[src/rtl/frac_enable_gen.sv]
module frac_enable_gen #(
  parameter int N = 83,
  parameter int M = 125
) (
  input  logic clk,
  input  logic rst,
  input  logic burst_sel,
  input  logic run,
  output logic en_o
);
  localparam int AW = $clog2(M + N);
  localparam int CW = (M > 1) ? $clog2(M) : 1;

  logic [AW-1:0] acc_q;
  logic [AW-1:0] acc_sum;
  logic [CW-1:0] cnt_q;
  logic          mode_q;
  logic          at_edge;
  logic          cnt_last;
  logic          carry;
  logic          mode_eff;

  assign acc_sum  = acc_q + AW'(N);
  assign carry    = acc_sum >= AW'(M);
  assign at_edge  = cnt_q == '0;
  assign cnt_last = cnt_q == CW'(M - 1);
  assign mode_eff = at_edge ? burst_sel : mode_q;
  assign en_o     = run & ~rst & (mode_eff ? (cnt_q < CW'(N)) : carry);

  always_ff @(posedge clk) begin
    if (rst) begin
      acc_q  <= '0;
      cnt_q  <= '0;
      mode_q <= 1'b0;
    end else begin
      mode_q <= mode_eff;
      if (run) begin
        acc_q <= carry ? acc_sum - AW'(M) : acc_sum;
        cnt_q <= cnt_last ? '0 : cnt_q + CW'(1);
      end
    end
  end
endmodule


[config.mk]
export PLATFORM = sky130hd
export DESIGN_NAME = frac_enable_gen
export DESIGN_NICKNAME = d
export VERILOG_FILES = /design/src/rtl/frac_enable_gen.sv
export SDC_FILE = /design/constraint.sdc
export NUM_CORES = 1
export LEC_CHECK = 0
export ABC_AREA = 1
export BUFFER_PORTS_ARGS = -buffer_cell sky130_fd_sc_hd__buf_2
export CORE_MARGIN = 2
export CORE_UTILIZATION = 30
export CTS_CLUSTER_DIAMETER = 200
export CTS_CLUSTER_SIZE = 12
export DETAILED_ROUTE_END_ITERATION = 8
export SYNTH_ARGS = -nofsm -noshare
export SYNTH_HDL_FRONTEND = slang
export SYNTH_SLANG_ARGS = --single-unit
[constraint.sdc]
create_clock -name clk -period 2.4 [get_ports clk]
set_input_delay 0.12 -clock clk [delete_from_list [all_inputs] [get_ports clk]]
set_output_delay 0.12 -clock clk [all_outputs]
set_load 0.02 [all_outputs]
==> out/qor.csv <==
metric;value;unit
crit_chain;inv_1, ha_1, inv_1, nand3_1, nand2_2, nand2_1, nand2_1, nand2_1, nand3_4, nand2_4, o211ai_1, inv_1, buf_2;
fin_setup_tns;0;ps
r2r_setup_slack;540;ps
cts_sinks;16;
cp_slowest_stage_delay;360;ps
die_w;66.7;um
whs;134;ps
die_h;66.7;um
cts_setup_buffers;0;
reg2reg_depth;16;
grt_pass1_wl;4180;um
row_count;22;
via_per_inst;4.66;
crit_family;simple AND/OR/NAND/NOR gates;
cts_made_buffers;3;
drcViolationCount;0;
core;0.00372;mm^2
min_path_type;in -> reg;
total_leakage_power;0.000630;uW
grt_use_total;0.128;
dp.cells;231;
min_to;acc_q[7];
relSlewSlack;0.691;
yosys_register_bits;16;
dr.pass1.iters;4;
n_antenna_cell;0;
io_buffers;4;
cp_data_required_time;2280;ps
ys_top_cells_by_area;dfxtp_1 (27%), nand2_1 (14%), inv_1 (8.9%), nand3_1 (8.1%), ha_1 (7.4%);
rsz0062_at_grt;false;
layout_commonest_cell;nand2_1;
min_period;2210;ps
max_cap_viol_count;0;
fillCellCount;422;
synthToLayoutAreaGrowth;11.0;%
ir_worst_vdd;0.297;mV
start_util;0.317;
seq_area;322;um^2
synth_top_area_frac;0.272;
max_freq;453;MHz
mostFrequentLayoutCells;nand2_1 (42), inv_1 (28), nand3_1 (19);
ys_seq_area_frac;0.272;
hold_path_startpoint;rst;
hold_depth;2;
syn-cell-area;0.00118;mm^2
crit_path_top_delay_cell;dfxtp_2;
antenna_left;0;
avgRoutedWirePerCell;10.4;um
synthesis.nets;192;
crit_path_end_kind;output port;
status;finished clean;
clockBufferDepth;2;
io-pin-count;5;
hold_viol;0;
antenna_found_initial;0;
fin_nets;199;
power.total;832;uW
synthCells;181;
drive_gt1_frac;0.144;
clock-skew-final;8.79;ps
cts_max_level;1;
ys_warn_count;0;
clk_pin_slew;70;ps
routed_wl;2440;um
grt_overflow_total;0;
multi_input_area;739;um^2
tightest_slew;460;ps
powerDensity;636;mW/mm^2
routabilityCongestion;0.837;
slew_violations;0;
yosysTopAreaCell;dfxtp_1;
insertion_delay;260;ps
crit_buf_inv;4;
fp.dieArea;0.00445;mm^2
crit_fanout;9;
setup_violations;0;
cts-root-buf;clkbuf_8;
drt_iter0_drc;52;
first_global_vias;996;
arrival;2090;ps
rr_endpoint;acc_q[1];
via_count;1095;
path_class;reg -> out;
detailed_place_hpwl;1860;um
cts_tree;done;
ys_types;29;
fin_crit_sh;0.919;
r2r-start;acc_q[1];
start_kind;flip-flop;
syn-mean-instance-area;6.51;um^2
finalNonFillerCells;235;
grt_max_degree;14;
[metrics by stage]
stage          setup WS (ps)  utilization  area (um^2)
2_1_floorplan            667            -         1180
3_3_place_gp             444        0.336         1250
3_5_place_dp             418        0.336         1250
4_1_cts                  120        0.351         1310
5_1_grt                 18.7        0.352         1310
6_report                 195        0.352         1310
[logic make-up after synthesis]
logic type      share of synthesized area
compound gates                      0.107
flops                               0.272
fa+ha+maj                          0.0743
simple gates                        0.400
buf+inv                             0.103
xor+xnor                           0.0435
[sequential cells by signal, summed over array words and instances, names as in the netlist]
name and cells:
acc_q 8, mode_q 1, cnt_q 7
[synth_stat cells]
library cell and number:
a211oi_1 1, a21oi_1 13, a21oi_2 1, and2_1 1, buf_2 1, clkbuf_1 1, dfxtp_1 16, ha_1 7
inv_1 28, inv_2 2, nand2_1 43, nand2_2 5, nand2_4 2, nand3_1 19, nand3_2 2, nand3_4 1
nand3b_1 1, nand4_1 3, nor2_1 15, nor2_2 2, nor3_1 2, nor4_1 1, o211ai_1 1, o21a_1 1
o21ai_0 6, or2_2 1, xnor2_1 1, xnor2_2 1, xor2_1 3
[repair_timing]
| item | in CTS | in global routing |
|---|---|---|
| endpoints found under the setup margin | 0 | 1 |
| gates resized for setup | 0 | 2 |
| hold buffers | 0 | 0 |
[worst max-delay path by stage]
stage	slack [ps]	startpoint	depth (start not counted)	to
2_1_floorplan	670	acc_q[0]	12	en_o
3_3_place_gp	440	acc_q[0]	13	en_o
3_5_place_dp	420	acc_q[0]	13	en_o
4_1_cts	120	acc_q[0]	13	en_o
5_1_grt	20	acc_q[1]	13	en_o
6_report	190	acc_q[0]	13	en_o
[per-layer routing]
metal	GRT usage	vias to the layer above	share of wire
li1	-	589	-
met1	0.151	488	0.51
met2	0.211	13	0.44
met3	0.0304	5	0.027
met4	0.0714	0	0.025
met5	0	-	0
[power by group]
part	internal [uW]	switching, uW	total, uW	leakage, uW
Combinational	100	175	275	0.000469
Sequential	288	23.9	312	0.000132
Clock	146	98.6	244	0.0000288
[cell type report]
type / count / area share
tap: 48 / 0.0459
multi-input combinational: 133 / 0.565
clock buffer: 4 / 0.0421
timing repair buffer: 4 / 0.0153
sequential: 16 / 0.246
inverter: 30 / 0.0860
Note: power is estimated with default switching activity, not from simulation.
